$ cat src/rtl/bord_pkg.sv
package bord_pkg;

    localparam int unsigned BYTE_W  = 8;
    localparam int unsigned WORD_W  = 2 * BYTE_W;
    localparam int unsigned N_TRIG  = 2;
    localparam int unsigned TRIG_SY = 0;
    localparam int unsigned TRIG_US = 1;

    typedef logic [BYTE_W-1:0] byte_t;

    typedef struct packed {
        byte_t hi;
        byte_t lo;
    } word_t;

    typedef enum logic [1:0] {
        ST_IDLE = 2'd0,
        ST_HUNT = 2'd1,
        ST_LOCK = 2'd2
    } hunt_st_e;

    typedef enum logic [1:0] {
        LANE_NONE = 2'd0,
        LANE_LO   = 2'd1,
        LANE_HI   = 2'd2
    } hit_e;

    typedef struct packed {
        logic load;
        logic shift;
    } decide_t;

    function automatic hit_e find_lane(word_t w, byte_t marker);
        if (w.lo == marker)      return LANE_LO;
        else if (w.hi == marker) return LANE_HI;
        else                     return LANE_NONE;
    endfunction

    function automatic word_t join_shifted(byte_t held, word_t cur);
        word_t r;
        r.hi = cur.lo;
        r.lo = held;
        return r;
    endfunction

    function automatic word_t pad_front(byte_t filler, word_t cur);
        word_t r;
        r.hi = filler;
        r.lo = cur.lo;
        return r;
    endfunction

endpackage

$ cat src/rtl/bord_edge.sv
module bord_edge #(
    parameter int unsigned N = 2
) (
    input  logic         clk,
    input  logic         rst,
    input  logic [N-1:0] lvl,
    output logic [N-1:0] rise
);

    for (genvar i = 0; i < N; i++) begin : g_bit
        logic q;

        always_ff @(posedge clk) begin
            if (rst) q <= 1'b0;
            else     q <= lvl[i];
        end

        assign rise[i] = lvl[i] & ~q;

        // a held level cannot produce two edges in a row
        p_no_double_rise_r3: assert property (@(posedge clk) disable iff (rst)
            rise[i] |=> !rise[i]);
    end

endmodule

$ cat src/rtl/bord_ctrl.sv
module bord_ctrl
    import bord_pkg::*;
(
    input  logic                clk,
    input  logic                rst,
    input  logic                mode_user,
    input  logic [N_TRIG-1:0]   rise,
    input  logic                in_valid,
    input  word_t               in_word,
    input  byte_t               order_pat,
    input  byte_t               pad_pat,
    output decide_t             dec,
    output byte_t               pad_q,
    output logic                aligned
);

    hunt_st_e st;
    byte_t    pat_q;
    logic     trig;
    logic     examine;
    hit_e     hit;

    assign trig    = mode_user ? rise[TRIG_US] : rise[TRIG_SY];
    assign examine = (st == ST_HUNT) && in_valid && !trig;
    assign hit     = find_lane(in_word, pat_q);

    always_comb begin
        dec.load  = examine && (hit != LANE_NONE);
        dec.shift = (hit == LANE_HI);
    end

    always_ff @(posedge clk) begin
        if (rst) begin
            pat_q <= '0;
            pad_q <= '0;
        end else if (st != ST_HUNT) begin
            pat_q <= order_pat;
            pad_q <= pad_pat;
        end
    end

    always_ff @(posedge clk) begin
        if (rst) begin
            st      <= ST_IDLE;
            aligned <= 1'b0;
        end else if (trig) begin
            st      <= ST_HUNT;
            aligned <= 1'b0;
        end else if (dec.load) begin
            st      <= ST_LOCK;
            aligned <= 1'b1;
        end
    end

    // a trigger edge drops the flag and opens a hunt
    p_trig_clears_r3: assert property (@(posedge clk) disable iff (rst)
        trig |=> (!aligned && st == ST_HUNT));

    // a decision raises the flag
    p_decide_sets_r5: assert property (@(posedge clk) disable iff (rst)
        dec.load |=> aligned);

    // the flag only stands in the locked state
    p_flag_locked_r11: assert property (@(posedge clk) disable iff (rst)
        aligned |-> (st == ST_LOCK));

    // the marker is frozen while hunting
    p_cfg_frozen_r9: assert property (@(posedge clk) disable iff (rst)
        (st == ST_HUNT) |=> $stable(pat_q));

    // the edge cycle is never examined
    p_edge_not_seen_r10: assert property (@(posedge clk) disable iff (rst)
        trig |-> !dec.load);

endmodule

$ cat src/rtl/bord_shift.sv
module bord_shift
    import bord_pkg::*;
(
    input  logic    clk,
    input  logic    rst,
    input  logic    in_valid,
    input  word_t   in_word,
    input  decide_t dec,
    input  byte_t   pad,
    output logic    out_valid,
    output word_t   out_word
);

    logic  shift_q;
    byte_t held_q;
    word_t next_word;

    always_comb begin
        if (dec.load)
            next_word = dec.shift ? pad_front(pad, in_word) : in_word;
        else
            next_word = shift_q ? join_shifted(held_q, in_word) : in_word;
    end

    always_ff @(posedge clk) begin
        if (rst) begin
            shift_q   <= 1'b0;
            held_q    <= '0;
            out_word  <= '0;
            out_valid <= 1'b0;
        end else begin
            out_valid <= in_valid;
            if (in_valid) begin
                out_word <= next_word;
                held_q   <= in_word.hi;
                if (dec.load) shift_q <= dec.shift;
            end
        end
    end

    // fixed one-cycle latency of the qualifier
    p_valid_follow_r2: assert property (@(posedge clk) disable iff (rst)
        in_valid |=> out_valid);
    p_idle_follow_r2: assert property (@(posedge clk) disable iff (rst)
        !in_valid |=> !out_valid);

    // gaps leave the output word untouched
    p_gap_hold_r8: assert property (@(posedge clk) disable iff (rst)
        !in_valid |=> $stable(out_word));

    // filler leads the matching word
    p_pad_insert_r6: assert property (@(posedge clk) disable iff (rst)
        (dec.load && dec.shift) |=>
            (out_word.hi == $past(pad) && out_word.lo == $past(in_word.lo)));

    // a lower-lane match passes the word straight
    p_lo_straight_r5: assert property (@(posedge clk) disable iff (rst)
        (dec.load && !dec.shift) |=> (out_word == $past(in_word)));

    // the held byte is carried into the next word
    p_carry_r7: assert property (@(posedge clk) disable iff (rst)
        (in_valid && shift_q && !dec.load) |=> (out_word.lo == $past(held_q)));

endmodule

$ cat src/rtl/bord_top.sv
module bord_top
    import bord_pkg::*;
(
    input  logic              clk,
    input  logic              rst,
    input  logic              mode_user,
    input  logic              sync_ok,
    input  logic              user_go,
    input  logic [BYTE_W-1:0] order_pat,
    input  logic [BYTE_W-1:0] pad_pat,
    input  logic              in_valid,
    input  logic [WORD_W-1:0] in_data,
    output logic              out_valid,
    output logic [WORD_W-1:0] out_data,
    output logic              aligned
);

    logic [N_TRIG-1:0] trig_lvl;
    logic [N_TRIG-1:0] trig_rise;
    word_t             in_word;
    word_t             out_word;
    decide_t           dec;
    byte_t             pad_q;

    always_comb begin
        trig_lvl          = '0;
        trig_lvl[TRIG_SY] = sync_ok;
        trig_lvl[TRIG_US] = user_go;
    end

    assign in_word  = word_t'(in_data);
    assign out_data = WORD_W'(out_word);

    bord_edge #(.N(N_TRIG)) u_edge (
        .clk  (clk),
        .rst  (rst),
        .lvl  (trig_lvl),
        .rise (trig_rise)
    );

    bord_ctrl u_ctrl (
        .clk       (clk),
        .rst       (rst),
        .mode_user (mode_user),
        .rise      (trig_rise),
        .in_valid  (in_valid),
        .in_word   (in_word),
        .order_pat (order_pat),
        .pad_pat   (pad_pat),
        .dec       (dec),
        .pad_q     (pad_q),
        .aligned   (aligned)
    );

    bord_shift u_shift (
        .clk       (clk),
        .rst       (rst),
        .in_valid  (in_valid),
        .in_word   (in_word),
        .dec       (dec),
        .pad       (pad_q),
        .out_valid (out_valid),
        .out_word  (out_word)
    );

    // nothing leaves the block straight after reset
    p_reset_quiet_r1: assert property (@(posedge clk)
        rst |=> (!out_valid && !aligned && out_data == '0));

endmodule

$ cat config.mk
export PLATFORM = sky130hd
export DESIGN_NAME = bord_top
export DESIGN_NICKNAME = d
export VERILOG_FILES = /design/src/rtl/bord_pkg.sv /design/src/rtl/bord_edge.sv /design/src/rtl/bord_ctrl.sv /design/src/rtl/bord_shift.sv /design/src/rtl/bord_top.sv
export SDC_FILE = /design/constraint.sdc
export NUM_CORES = 1
export LEC_CHECK = 0
export ABC_AREA = 1
export BUFFER_PORTS_ARGS = -buffer_cell sky130_fd_sc_hd__buf_2
export CAP_MARGIN = 25
export CORE_MARGIN = 5
export CORE_UTILIZATION = 50
export DETAILED_ROUTE_END_ITERATION = 7
export GPL_ROUTABILITY_DRIVEN = 0
export PLACE_DENSITY = 0.73
export RECOVER_POWER = 25
export SYNTH_ARGS = -nofsm -noshare
export SYNTH_HDL_FRONTEND = slang
export SYNTH_SLANG_ARGS = --single-unit
$ cat constraint.sdc
create_clock -name clk -period 3.2 [get_ports clk]
set_clock_uncertainty 0.05 [all_clocks]
set_input_delay 0.48 -clock clk [delete_from_list [all_inputs] [get_ports clk]]
set_output_delay 0.48 -clock clk [all_outputs]
set_load 0.005 [all_outputs]
==> results of run 1 <==
==> area by class of cell <==
class	instances	area, µm²
clock inverters	2	10.0
multi-input cells	250	1190
repair buffers	57	283
fillers	450	1760
well taps	52	65.1
inverters	23	87.6
clock buffers	5	68.8
flip-flops and latches	46	921
==> worst max-delay path by stage <==
stage | cells after the start | end | from
after floorplan | 11 | u_shift.out_word[6] | user_go
after global placement | 10 | u_shift.out_word[8] | in_data[7]
after detailed placement | 8 | u_shift.out_word[10] | u_ctrl.st[0]
after CTS | 7 | u_shift.out_word[15] | u_ctrl.aligned
after global routing | 7 | u_shift.out_word[15] | u_ctrl.aligned
final | 7 | u_shift.out_word[15] | u_ctrl.aligned
==> through the flow <==
| stage | cell area (µm²) | util (%) | setup WS, ns | hold slack, ns |
|---|---|---|---|---|
| 2_1_floorplan | 2270 | - | 1.54 | 0.380 |
| 4_1_cts | 2630 | 60.0 | 1.05 | 0.335 |
| 3_3_place_gp | 2550 | 58.2 | 1.12 | 0.401 |
| 3_5_place_dp | 2550 | 58.2 | 1.07 | 0.404 |
| 6_report | 2620 | 59.8 | 1.04 | 0.340 |
| 5_1_grt | 2620 | 59.8 | 0.753 | 0.357 |
==> registers in the layout (all words and copies together) (netlist names) <==
name,count
u_ctrl.pat_q,8
u_edge.g_bit.q,2
u_shift.out_word,16
u_ctrl.pad_q,8
u_ctrl.aligned,1
u_shift.out_valid,1
u_ctrl.st,1
u_shift.held_q,8
u_shift.shift_q,1
==> routing by layer <==
metal,share of wire (%),vias up
li1,-,1174
met1,45,980
met2,47,64
met3,6.3,6
met4,1.0,0
met5,0,-
==> logic make-up after synthesis <==
group | synth area share (%)
buffers and inverters | 7.11
xor gates and xnor gates | 4.63
DFF | 40.6
muxes | 1.49
and+or+nand+nor | 28.3
AOI/OAI and AO/OA | 17.9
==> cell usage after synthesis <==
| master | count | area share [%] |
|---|---|---|
| sky130_fd_sc_hd__nor2_1 | 44 | 7.3 |
| sky130_fd_sc_hd__nand3b_1 | 1 | 0.33 |
| sky130_fd_sc_hd__a21oi_1 | 38 | 8.4 |
| sky130_fd_sc_hd__xnor2_1 | 12 | 4.6 |
| sky130_fd_sc_hd__inv_2 | 1 | 0.17 |
| sky130_fd_sc_hd__inv_1 | 20 | 3.3 |
| sky130_fd_sc_hd__o21ai_1 | 1 | 0.22 |
| sky130_fd_sc_hd__mux2_2 | 3 | 1.5 |
| sky130_fd_sc_hd__clkinv_2 | 1 | 0.22 |
| sky130_fd_sc_hd__nor2_4 | 1 | 0.50 |
| sky130_fd_sc_hd__nor3_1 | 1 | 0.22 |
| sky130_fd_sc_hd__clkbuf_1 | 12 | 2.0 |
| sky130_fd_sc_hd__nand2_1 | 83 | 14 |
| sky130_fd_sc_hd__nand3_1 | 19 | 4.2 |
| sky130_fd_sc_hd__o21ai_0 | 42 | 9.3 |
| sky130_fd_sc_hd__buf_6 | 1 | 0.50 |
| sky130_fd_sc_hd__clkinv_1 | 1 | 0.17 |
| sky130_fd_sc_hd__nand2_4 | 1 | 0.50 |
| sky130_fd_sc_hd__nor3_4 | 1 | 0.72 |
| sky130_fd_sc_hd__buf_2 | 2 | 0.44 |
| sky130_fd_sc_hd__nand2_2 | 3 | 0.83 |
| sky130_fd_sc_hd__buf_1 | 2 | 0.33 |
| sky130_fd_sc_hd__dfxtp_1 | 46 | 41 |
==> power breakdown <==
group	leakage, nW	switching [mW]	internal (mW)
Clock	0.0438	0.191	0.147
Sequential	0.382	0.0226	0.613
Combinational	0.807	0.108	0.0772
==> worst max-delay path, stage by stage (launching register included) <==
cell	delay [ns]
sky130_fd_sc_hd__dfxtp_1	0.35
sky130_fd_sc_hd__nor2_4	0.36
sky130_fd_sc_hd__inv_2	0.21
sky130_fd_sc_hd__nor3_4	0.48
sky130_fd_sc_hd__nand2_4	0.23
sky130_fd_sc_hd__clkinv_2	0.17
sky130_fd_sc_hd__nand3_1	0.09
sky130_fd_sc_hd__a21oi_1	0.14
==> metrics.log, run 1 <==
INFO  metric r2r_start = u_ctrl.aligned
INFO  metric totalNegativeSetupSlack = 0 ns
INFO  metric worstHoldEndpoint = u_edge.g_bit[0].q
INFO  metric floorplan.initialDensity = 51.7%
INFO  metric setup-violations-final = 0
INFO  metric ir_drop = approximately 0.24 mV
INFO  metric startpoint_type = flop
INFO  metric post_cts.repair.setup_buffers = 0
INFO  metric final_cell_count_no_fill = 435
INFO  metric area_growth_syn_to_layout = 15.6%
INFO  metric detail_route.vias_per_cell = 5.11
INFO  metric grt_overflow = 0
INFO  metric timing.slew.headroom = between 40 and 50%
INFO  metric detailroute.via_count = 2224
INFO  metric grt_use_total = 19.6%
INFO  metric grt_start_max_net_pins = 34
INFO  metric nets = 421
INFO  metric grt_antenna_before_repair = 0
INFO  metric reg2regPathDepth = 7
INFO  metric run_status = finished, final reports clean
INFO  metric r2r_end = u_shift.out_word[15]
INFO  metric holdBufCountCts = 0
INFO  metric timing.setup.critical_path_class = flop to flop
INFO  metric synthesis.area_per_instance = 6.75 µm²
INFO  metric die_x = 77.4 µm
INFO  metric cts.clk_slew.worst_paths = roughly 0.080 ns
INFO  metric rows = 24
INFO  metric drt_drc_violations_left = 0
INFO  metric first_global_vias = 2089
INFO  metric hold_violation_count_in_the_final_report = 0
INFO  metric dp_hpwl = 4.23 mm
INFO  metric grt_pass1_wl = between 9 and 10 mm
INFO  metric clock_net_sink_count = 46
INFO  metric cts_repair_resize_count = 0
INFO  metric detailedRoute.firstPassIterationCount = 4
INFO  metric route.final.wire_length = 5.68 mm
INFO  metric ant_cells = 0
INFO  metric met1_usage = 25.7%
INFO  metric finalMaxSlewViolations = 0
INFO  metric synthesis.yosys.warnings = 0
INFO  metric placedCellCount = 428
INFO  metric setup_repair_after_global_routing_missed_its_margin = false
INFO  metric ant_nets = 0
INFO  metric fp.dieArea = 0.00598 mm²
INFO  metric worst_skew_pair.late_latency = approximately 0.30 ns
INFO  metric floorplan.io_pins = 56
INFO  metric synthCells = 336
INFO  metric synthesis.area = roughly 0.0023 mm²
INFO  metric seq_area_frac_synth = 40.6%
INFO  metric finalCriticalPeriod = 2.16 ns
INFO  metric layout.cells.most_common = sky130_fd_sc_hd__nand2_1
INFO  metric hold_depth = 3
INFO  metric numPortBuffers = 55
INFO  metric cts-root-to-sink-buffers = 2
INFO  metric mostFrequentLayoutCells = sky130_fd_sc_hd__nand2_1 (83), sky130_fd_sc_hd__buf_2 (49), sky130_fd_sc_hd__dfxtp_1 (46), sky130_fd_sc_hd__nor2_1 (44), sky130_fd_sc_hd__o21ai_0 (42)
INFO  metric global_route.usage.met2 = 32.6%
INFO  metric endpoint_required_time_on_the_critical_path = 3.38 ns
INFO  metric final_min_period_over_clock_period = between 60% and 70%
INFO  metric min_path_type = input port to flop
INFO  metric pin_slew_with_the_least_headroom_to_its_limit = between 0.8 and 0.9 ns
INFO  metric cts-buffers-inserted = 5
INFO  metric syn_nets = ~370
INFO  metric power.leakage = between 1 and 1.5 nW
INFO  metric placeable_core_region = 0.00438 mm²
INFO  metric drive_gt1_share = 18.0%
INFO  metric gr-max-usage-layer = met2
INFO  metric power_per_cell_area = 442 mW/mm²
INFO  metric cts-htree-levels = 2
INFO  metric initialDrtViolationCount = 156
INFO  metric clockRootBuffer = sky130_fd_sc_hd__clkbuf_8
INFO  metric critical_path.endpoint_type = flop
INFO  metric drt_wl_cell = 13.1 µm
INFO  metric dieHeight = slightly below 80 µm
INFO  metric hold_crit_start = sync_ok
INFO  metric power.total = 1.16 mW
INFO  metric max_cap_viol_count = 0
INFO  metric globalRouteMet3Util = 4.40%
INFO  metric fmax = 464 MHz
INFO  metric cts_tree = done
INFO  metric ys_seq_elements = 46
INFO  metric regToRegSetupSlack = around 1.0 ns
INFO  metric synth_cell_types = 23
INFO  metric cp_data_arrival_time = 2.33 ns
INFO  metric critical_path.max_fanout = 22
(Power assumes the default switching activity.)
==> run 2, diff against run 1 <==
Settings changed: CORE_UTILIZATION 50 to 48.
Clock period 3.2 ns to 1.95 ns, I/O delays scaled along.
==> run 2 against run 1 <==
Net effect:
- critical path depth is 5 higher
- worst hold slack got worse by 0.19 ns
- cell area grew 2.3%
==> metrics.log, run 2 (synthesized netlist as in run 1, its figures left out) <==
INFO  metric run_status = finished, final reports clean
INFO  metric numPortBuffers = 55 (unchanged)
INFO  metric floorplan.io_pins = 56 (unchanged)
INFO  metric cp_data_arrival_time = 1.90 ns (-0.43 ns)
INFO  metric finalCriticalPeriod = 1.72 ns (-0.435 ns)
INFO  metric timing.slew.headroom = 58.3% (+16 points)
INFO  metric max_cap_viol_count = 0 (unchanged)
INFO  metric detail_route.vias_per_cell = 5.14 (+0.45%)
INFO  metric setup-violations-final = 0 (unchanged)
INFO  metric standard_cell_with_the_maximum_stage_delay_on_the_critical_path = sky130_fd_sc_hd__dfxtp_1
INFO  metric grt_start_max_net_pins = 34 (unchanged)
INFO  metric clkPwrFrac = 30.8% (+1.6 points)
INFO  metric dp_hpwl = 4.44 mm (+4.9%)
INFO  metric power_per_cell_area = 730 mW/mm² (+65%)
INFO  metric grt_use_total = 19.9% (+0.33 points)
INFO  metric critical_path.endpoint_type = flop
INFO  metric cpLargestDelayFamily = simple AND/OR/NAND/NOR gates
INFO  metric finalMaxSlewViolations = 0 (unchanged)
INFO  metric ant_cells = 0 (unchanged)
INFO  metric worst_skew_pair.late_latency = 0.30 ns (about the same)
INFO  metric clock_net_sink_count = 46 (unchanged)
INFO  metric detailedRoute.firstPassIterationCount = 4 (unchanged)
INFO  metric power.total = 1.96 mW (+69%)
INFO  metric ir_drop = 0.461 mV (+91%)
INFO  metric gr-max-usage-layer = met2
INFO  metric clockRootBuffer = sky130_fd_sc_hd__clkbuf_8
INFO  metric crit_chain = inv_1 > nand2_1 > nand2_1 > nand2_1 > nor2_1 > nand2_2 > clkinv_1 > nand2_2 > nand2_1 > nand2_1 > nand2_1 > a21oi_1
INFO  metric grt_pass1_wl = 9.85 mm (+1.7%)
INFO  metric combPwrFrac = 15.9% (about the same)
INFO  metric critical_path.max_fanout = 10 (-55%)
INFO  metric placeable_core_region = 0.00466 mm² (+6.3%)
INFO  metric setup_repair_after_global_routing_missed_its_margin = false
INFO  metric drive_gt1_share = 20.6% (+2.5 points)
INFO  metric detailroute.via_count = 2275 (+2.3%)
INFO  metric share_seq_of_total_power = 53.3% (-1.5 points)
INFO  metric first_global_vias = 2171 (+3.9%)
INFO  metric sw_frac_of_total = 27.3% (-0.54 points)
INFO  metric dieHeight = 78.7 µm (+1.8%)
INFO  metric nFillCells = 467 (+3.8%)
INFO  metric globalRouteMet3Util = 4.76% (+0.36 points)
INFO  metric ant_nets = 0 (unchanged)
INFO  metric totalNegativeSetupSlack = 0 ns (unchanged)
INFO  metric switchingPower = 0.533 mW (+65%)
INFO  metric number_of_flip_flops_in_the_largest_register = 16 (unchanged)
INFO  metric rows = 25 (+4.2%)
INFO  metric grt_antenna_before_repair = 0 (unchanged)
INFO  metric timing.setup.critical_path_class = flop to flop
INFO  metric power_report.internal_total = 1.42 mW (+70%)
INFO  metric placement.cell_area = 0.00259 mm² (+1.6%)
INFO  metric post-route-util = 57.5% (-2.3 points)
INFO  metric regMostFlops = u_shift.out_word
INFO  metric initialDrtViolationCount = 190 (+22%)
INFO  metric slowest_delay = 0.36 ns (-0.12 ns)
INFO  metric path_buf_inv = 2 (unchanged)
INFO  metric holdBufCountCts = 0 (unchanged)
INFO  metric area_growth_syn_to_layout = 18.2%
INFO  metric pin_slew_with_the_least_headroom_to_its_limit = 0.626 ns (-0.237 ns)
INFO  metric die_x = 78.7 µm (+1.8%)
INFO  metric fmax = 581 MHz (+25%)
INFO  metric cts-buffers-inserted = 5 (unchanged)
INFO  metric cts_tree = done
INFO  metric route.final.wire_length = 5.81 mm (+2.2%)
INFO  metric cts-htree-levels = 2 (unchanged)
INFO  metric met1_usage = 24.7% (-1.0 points)
INFO  metric nets = 426 (+1.2%)
INFO  metric layout.cells.most_common = sky130_fd_sc_hd__nand2_1
INFO  metric area_of_all_placed_cells_without_fillers = 0.00268 mm² (+2.3%)
INFO  metric mostFrequentLayoutCells = sky130_fd_sc_hd__nand2_1 (83), sky130_fd_sc_hd__buf_2 (54), sky130_fd_sc_hd__dfxtp_1 (46), sky130_fd_sc_hd__nor2_1 (44), sky130_fd_sc_hd__o21ai_0 (42)
INFO  metric drt_wl_cell = 13.1 µm (+0.37%)
INFO  metric power.leakage = 1.28 nW (+3.8%)
INFO  metric drt_drc_violations_left = 0 (unchanged)
INFO  metric final_min_period_over_clock_period = 88.3% (+21 points)
INFO  metric cts-root-to-sink-buffers = 2 (unchanged)
INFO  metric global_route.usage.met2 = 34.4% (+1.8 points)
INFO  metric cts_repair_resize_count = 0 (unchanged)
INFO  metric min_path_type = input port to flop
INFO  metric cts.clk_slew.worst_paths = 0.09 ns (about the same)
INFO  metric crit_path_frequent_cell = sky130_fd_sc_hd__nand2_1
INFO  metric startpoint_type = flop
INFO  metric hold_violation_count_in_the_final_report = 0 (unchanged)
INFO  metric floorplan.initialDensity = 48.7% (-3.1 points)
INFO  metric grt_overflow = 0 (unchanged)
INFO  metric endpoint_required_time_on_the_critical_path = 2.13 ns (-1.25 ns)
INFO  metric post_cts.repair.setup_buffers = 0 (unchanged)
INFO  metric fp.dieArea = 0.00620 mm² (+3.6%)
[run 2: cell types whose count changed in the layout (fill, tap and decap cells not counted)]
cell                         change
sky130_fd_sc_hd__buf_1           -1
sky130_fd_sc_hd__buf_2           +5
sky130_fd_sc_hd__buf_4           +4
sky130_fd_sc_hd__clkbuf_1        -4
sky130_fd_sc_hd__clkbuf_2        +1
sky130_fd_sc_hd__clkbuf_8        +1
sky130_fd_sc_hd__clkinv_2        -1
sky130_fd_sc_hd__clkinvlp_4      +1
[run 2: metrics by stage]
step / hold slack [ns] / worst slack, ns / cells
global placement: 0.401 / 0.204 / 435
detailed placement: 0.404 / 0.195 / 435
floorplan: 0.312 / 0.448 / 336
CTS: 0.152 / 0.261 / 443
finish: 0.153 / 0.229 / 443
global route: 0.156 / 0.0845 / 443
[run 2: worst min-delay path: stages]
cell and delay [ns]:
sky130_fd_sc_hd__buf_2 0.07, sky130_fd_sc_hd__inv_1 0.04, sky130_fd_sc_hd__nor2_1 0.07
[run 2: final timing paths]
kind | to | start | slack [ns] | cells after the start
setup / recovery | u_shift.out_word[11] | u_ctrl.pat_q[4] | 0.23 | 12
hold / removal | u_edge.g_bit[1].q | user_go | 0.15 | 3
setup reg to reg | u_shift.out_word[11] | u_ctrl.pat_q[4] | 0.23 | 12
hold reg to reg | u_shift.out_word[5] | u_shift.out_word[5] | 0.41 | 2
[run 2: cell type report]
type                            count  area [µm²]  share of cell area [%]
Clock buffer                        6        82.6                    3.08
Multi-Input combinational cell    250        1190                    44.2
Sequential cell                    46         921                    34.3
Inverter                           23        87.6                    3.27
Tap cell                           54        67.6                    2.52
Timing Repair Buffer               62         324                    12.1
Clock inverter                      2        12.5                   0.467
[run 2: power by group through the flow]
stage / combinational (mW) / clock [mW] / sequential [mW]
after floorplan: 0.193 / 0 / 1.06
after detailed placement: 0.313 / 0 / 1.07
after global routing: 0.358 / 0.659 / 1.05
after CTS: 0.315 / 0.613 / 1.04
final: 0.311 / 0.602 / 1.04
after global placement: 0.309 / 0 / 1.07
[run 2: routing by layer]
metal | vias to the layer above | share of wire, %
met5 | - | 0
met4 | 0 | 1.5
met2 | 79 | 49
met3 | 8 | 7.1
met1 | 1006 | 42
li1 | 1182 | -
==> run 3, diff against run 2 <==
--- a/config.mk
+++ b/config.mk
@@ -6,12 +6,11 @@
 export NUM_CORES = 1
 export LEC_CHECK = 0
-export ABC_AREA = 1
 export BUFFER_PORTS_ARGS = -buffer_cell sky130_fd_sc_hd__buf_2
 export CAP_MARGIN = 25
 export CORE_MARGIN = 5
-export CORE_UTILIZATION = 48
+export CORE_UTILIZATION = 50
 export DETAILED_ROUTE_END_ITERATION = 7
 export GPL_ROUTABILITY_DRIVEN = 0
-export PLACE_DENSITY = 0.73
+export PLACE_DENSITY = 0.72
 export RECOVER_POWER = 25
 export SYNTH_ARGS = -nofsm -noshare
==> constraint.sdc (replaced) <==
create_clock -name clk -period 1.8 [get_ports clk]
set_clock_uncertainty 0.05 [all_clocks]
set_input_delay 0.36 -clock clk [delete_from_list [all_inputs] [get_ports clk]]
set_output_delay 0.36 -clock clk [all_outputs]
set_load 0.005 [all_outputs]
==> run 3 against run 2 <==
Net effect:
- the flow now finishes with violations (setup timing)
- worst hold slack better by 0.076 ns
- setup slack worse by 0.26 ns
- cell count is 11% lower
- global-route usage is 2.1 points higher
- critical endpoint is now u_shift.out_word[15]
- largest cell class unchanged
==> metrics.log, run 3 <==
INFO  metric run_status = complete, but fails checks
INFO  metric violations_in_the_final_reports = setup timing
INFO  metric first_global_vias = 2212 (+1.9%)
INFO  metric synth_cell_types = 39 (+70%)
INFO  metric grt_pass1_wl = 10.7 mm (+9.0%)
INFO  metric totalNegativeSetupSlack = -0.118 ns (-0.118 ns)
INFO  metric synthesis.area = 0.00232 mm² (+2.4%)
INFO  metric detail_route.vias_per_cell = 5.79 (+13%)
INFO  metric synth.top_cells.by_count = sky130_fd_sc_hd__dfxtp_1 (46), sky130_fd_sc_hd__nand2_1 (42), sky130_fd_sc_hd__nor2_1 (24)
INFO  metric standard_cell_with_the_maximum_stage_delay_on_the_critical_path = sky130_fd_sc_hd__dfxtp_2
INFO  metric synthesis.yosys.warnings = 0 (unchanged)
INFO  metric cts_tree = done
INFO  metric syn_nets = 296 (-21%)
INFO  metric regMostFlops = u_shift.out_word
INFO  metric synthesis.area_per_instance = 9.01 µm² (+33%)
INFO  metric mostFrequentLayoutCells = sky130_fd_sc_hd__buf_2 (54), sky130_fd_sc_hd__nand2_1 (42), sky130_fd_sc_hd__dfxtp_1 (42), sky130_fd_sc_hd__buf_4 (33), sky130_fd_sc_hd__nor2_1 (24)
INFO  metric synth_compound_area_share = 22.6% (+4.7 points)
INFO  metric grt_use_total = 22.0% (+2.1 points)
INFO  metric yosys.area_share.simple = 21.1% (-7.2 points)
INFO  metric critical_path.max_fanout = 7 (-3)
INFO  metric synth.largest_area_cell = sky130_fd_sc_hd__dfxtp_1
INFO  metric post-route-util = 72.6% (+15 points)
INFO  metric ys.flop_type = sky130_fd_sc_hd__dfxtp_1
INFO  metric number_of_flip_flops_in_the_largest_register = 16 (unchanged)
INFO  metric numPortBuffers = 55 (unchanged)
INFO  metric hold_depth = 3 (unchanged)
INFO  metric reg2regPathDepth = 8 (-4)
INFO  metric detailedRoute.firstPassIterationCount = 4 (unchanged)
INFO  metric ir_drop = 0.606 mV (+31%)
INFO  metric ys_seq_elements = 46 (unchanged)
INFO  metric max_cap_viol_count = 0 (unchanged)
INFO  metric pin_slew_with_the_least_headroom_to_its_limit = 0.741 ns (+0.115 ns)
INFO  metric placeable_core_region = 0.00444 mm² (-4.6%)
INFO  metric setup-violations-final = 6 (+6)
INFO  metric ant_nets = 0 (unchanged)
INFO  metric critical_path.endpoint_type = flop
INFO  metric timing.slew.headroom = 50.5% (-7.7 points)
INFO  metric drt_wl_cell = 17.9 µm (+36%)
INFO  metric synthAdderAreaFrac = 0% (unchanged)
INFO  metric rows = 24 (-4.0%)
INFO  metric dp_hpwl = 4.93 mm (+11%)
INFO  metric combinational_family_with_the_most_area_after_synthesis = compound AO/OA/AOI/OAI gates
INFO  metric synthXorXnorAreaFrac = 6.03% (+1.4 points)
INFO  metric nFillCells = 343 (-27%)
INFO  metric hold_violation_count_in_the_final_report = 0 (unchanged)
INFO  metric timing.final.ws_setup = -0.0349 ns (-0.264 ns)
INFO  metric yosysTopAreaCellShare = 39.6% (-0.96 points)
INFO  metric finalCriticalPeriod = 1.83 ns (+0.114 ns)
INFO  metric placement.cell_area = 0.00283 mm² (+9.4%)
INFO  metric floorplan.io_pins = 56 (unchanged)
INFO  metric fp.dieArea = 0.00611 mm² (-1.5%)
INFO  metric worst_skew_pair.late_latency = 0.30 ns (about the same)
INFO  metric grt_antenna_before_repair = 0 (unchanged)
INFO  metric detailroute.via_count = 2294 (+0.84%)
INFO  metric die_x = 78.2 µm (-0.73%)
INFO  metric cts-buffers-inserted = 5 (unchanged)
INFO  metric power_per_cell_area = 696 mW/mm² (-4.6%)
INFO  metric hold_crit_start = order_pat[5]
INFO  metric power.total = 2.25 mW (+15%)
INFO  metric cts-htree-levels = 2 (unchanged)
INFO  metric setup_repair_after_global_routing_missed_its_margin = true
INFO  metric holdBufCountCts = 0 (unchanged)
INFO  metric nets = 381 (-11%)
INFO  metric synth-async-reset-ratio = 0% (unchanged)
INFO  metric area_of_all_placed_cells_without_fillers = 0.00323 mm² (+20%)
INFO  metric r2r_end = u_shift.out_word[15]
INFO  metric layout.cells.most_common = sky130_fd_sc_hd__buf_2
INFO  metric route.final.wire_length = 7.08 mm (+22%)
INFO  metric worstHoldEndpoint = u_ctrl.pat_q[5]
INFO  metric synth_top_cells_by_area = sky130_fd_sc_hd__dfxtp_1 (40%), sky130_fd_sc_hd__nand2_1 (6.8%), sky130_fd_sc_hd__mux2i_1 (6.5%)
INFO  metric cts.clk_slew.worst_paths = 0.09 ns (about the same)
INFO  metric ant_cells = 0 (unchanged)
INFO  metric area_growth_syn_to_layout = 38.9%
INFO  metric synthCells = 258 (-23%)
INFO  metric grt_overflow = 0 (unchanged)
INFO  metric drive_gt1_share = 41.0% (+20 points)
INFO  metric initialDrtViolationCount = 233 (+23%)
INFO  metric regToRegSetupSlack = -0.03 ns (-0.26 ns)
INFO  metric timing.setup.critical_path_class = flop to flop
INFO  metric slowest_delay = 0.37 ns (about the same)
INFO  metric power.leakage = 1.35 nW (+5.7%)
INFO  metric min_path_type = input port to flop
INFO  metric synth_most_common_cell = sky130_fd_sc_hd__dfxtp_1
INFO  metric grt_start_max_net_pins = 29 (-15%)
INFO  metric clock_net_sink_count = 46 (unchanged)
INFO  metric endpoint_required_time_on_the_critical_path = 1.98 ns (-0.15 ns)
INFO  metric clockRootBuffer = sky130_fd_sc_hd__clkbuf_8
INFO  metric r2r_start = u_ctrl.pat_q[6]
INFO  metric proportion_of_synthesized_area_in_mux_cells = 6.46% (+5.0 points)
INFO  metric synth_edf_count = 0 (unchanged)
INFO  metric cts-root-to-sink-buffers = 2 (unchanged)
INFO  metric startpoint_type = flop
INFO  metric final_min_period_over_clock_period = 102% (+14 points)
INFO  metric fmax = 545 MHz (-6.2%)
INFO  metric floorplan.initialDensity = 52.3% (+3.6 points)
INFO  metric finalMaxSlewViolations = 0 (unchanged)
INFO  metric cp_data_arrival_time = 2.01 ns (+0.11 ns)
INFO  metric drt_drc_violations_left = 0 (unchanged)
INFO  metric seq_area_frac_synth = 39.6% (-0.96 points)
INFO  metric dieHeight = 78.2 µm (-0.73%)
INFO  metric crit_chain = xor2_2 > nor4_4 > buf_4 > and2_4 > buf_12 > o21ai_4 > buf_6 > a221oi_2
-- run 3: cell count changes in the layout (fill, tap and decap cells not counted), moves of 12 or more --
cell | before | now
sky130_fd_sc_hd__nand2_1 | 83 | 42
sky130_fd_sc_hd__o21ai_0 | 42 | 1
sky130_fd_sc_hd__buf_4 | 6 | 33
sky130_fd_sc_hd__nor2_1 | 44 | 24
sky130_fd_sc_hd__a21oi_1 | 38 | 19
sky130_fd_sc_hd__nand3_1 | 19 | 0
sky130_fd_sc_hd__inv_1 | 20 | 5
sky130_fd_sc_hd__mux2i_1 | 0 | 15
sky130_fd_sc_hd__xor2_1 | 0 | 13
sky130_fd_sc_hd__xnor2_1 | 12 | 0
-- run 3: final cells by class --
type	instances	area, µm²	area share [%]
timing repair buffer	93	581	18.0
tap	52	65.1	2.02
multi-input combinational	191	1550	47.9
clock inverter	2	13.8	0.426
inverter	6	22.5	0.698
clock buffer	6	72.6	2.25
sequential	46	928	28.8
-- run 3: repair_timing --
action / 4_1_cts / 5_1_grt
resized for setup: 2 / 45
hold endpoints to repair: 0 / 0
gates cloned: 0 / 1
setup buffers: 0 / 7
setup endpoints to repair: 7 / 18
pin swaps: 1 / 10
-- run 3: where the power goes --
part / switching, mW / internal, mW
registers: 0.0517 / 1.09
clock network: 0.366 / 0.275
logic: 0.262 / 0.205
total: 0.679 / 1.57
-- run 3: worst max-delay path by stage --
stage	from	endpoint	slack [ns]	depth (start not counted)
floorplan	in_data[2]	u_shift.out_word[0]	0.15	5
global placement	in_data[1]	u_shift.out_word[6]	-0.09	6
detailed placement	in_data[11]	u_shift.out_word[4]	-0.16	6
CTS	u_ctrl.pat_q[4]	u_shift.out_word[4]	-0.03	5
global route	u_ctrl.pat_q[6]	u_shift.out_word[4]	-0.12	7
finish	u_ctrl.pat_q[6]	u_shift.out_word[15]	-0.03	8
-- run 3: per-layer routing --
metal	vias to the layer above	part of all wire, %	GRT usage, %
met4	0	2.4	6.47
met2	84	51	39.1
met5	-	0	0
met3	18	7.3	5.49
met1	1095	39	26.2
li1	1097	-	-
-- run 3: cell families (layout without fill, tap and decap cells) --
| kind of cell | count (synthesis) | after routing |
|---|---|---|
| simple gates | 92 | 93 |
| compound gates | 67 | 67 |
| flops | 46 | 46 |
| buf+inv | 22 | 107 |
| xor+xnor | 16 | 16 |
| mux | 15 | 15 |
-- run 3: through the flow --
| step | hold WS, ns | setup WS, ns | instances |
|---|---|---|---|
| 2_1_floorplan | 0.382 | 0.153 | 258 |
| 3_3_place_gp | 0.391 | -0.0931 | 380 |
| 3_5_place_dp | 0.396 | -0.163 | 380 |
| 4_1_cts | 0.231 | -0.0319 | 388 |
| 5_1_grt | 0.232 | -0.119 | 396 |
| 6_report | 0.229 | -0.0349 | 396 |
-- run 3: worst max-delay path, delay by kind of cell (launching register included) --
family | cells | cell delay, ns
compound gates | 2 | 0.28
simple gates | 2 | 0.41
buf+inv | 3 | 0.46
flops | 1 | 0.37
xor+xnor | 1 | 0.19
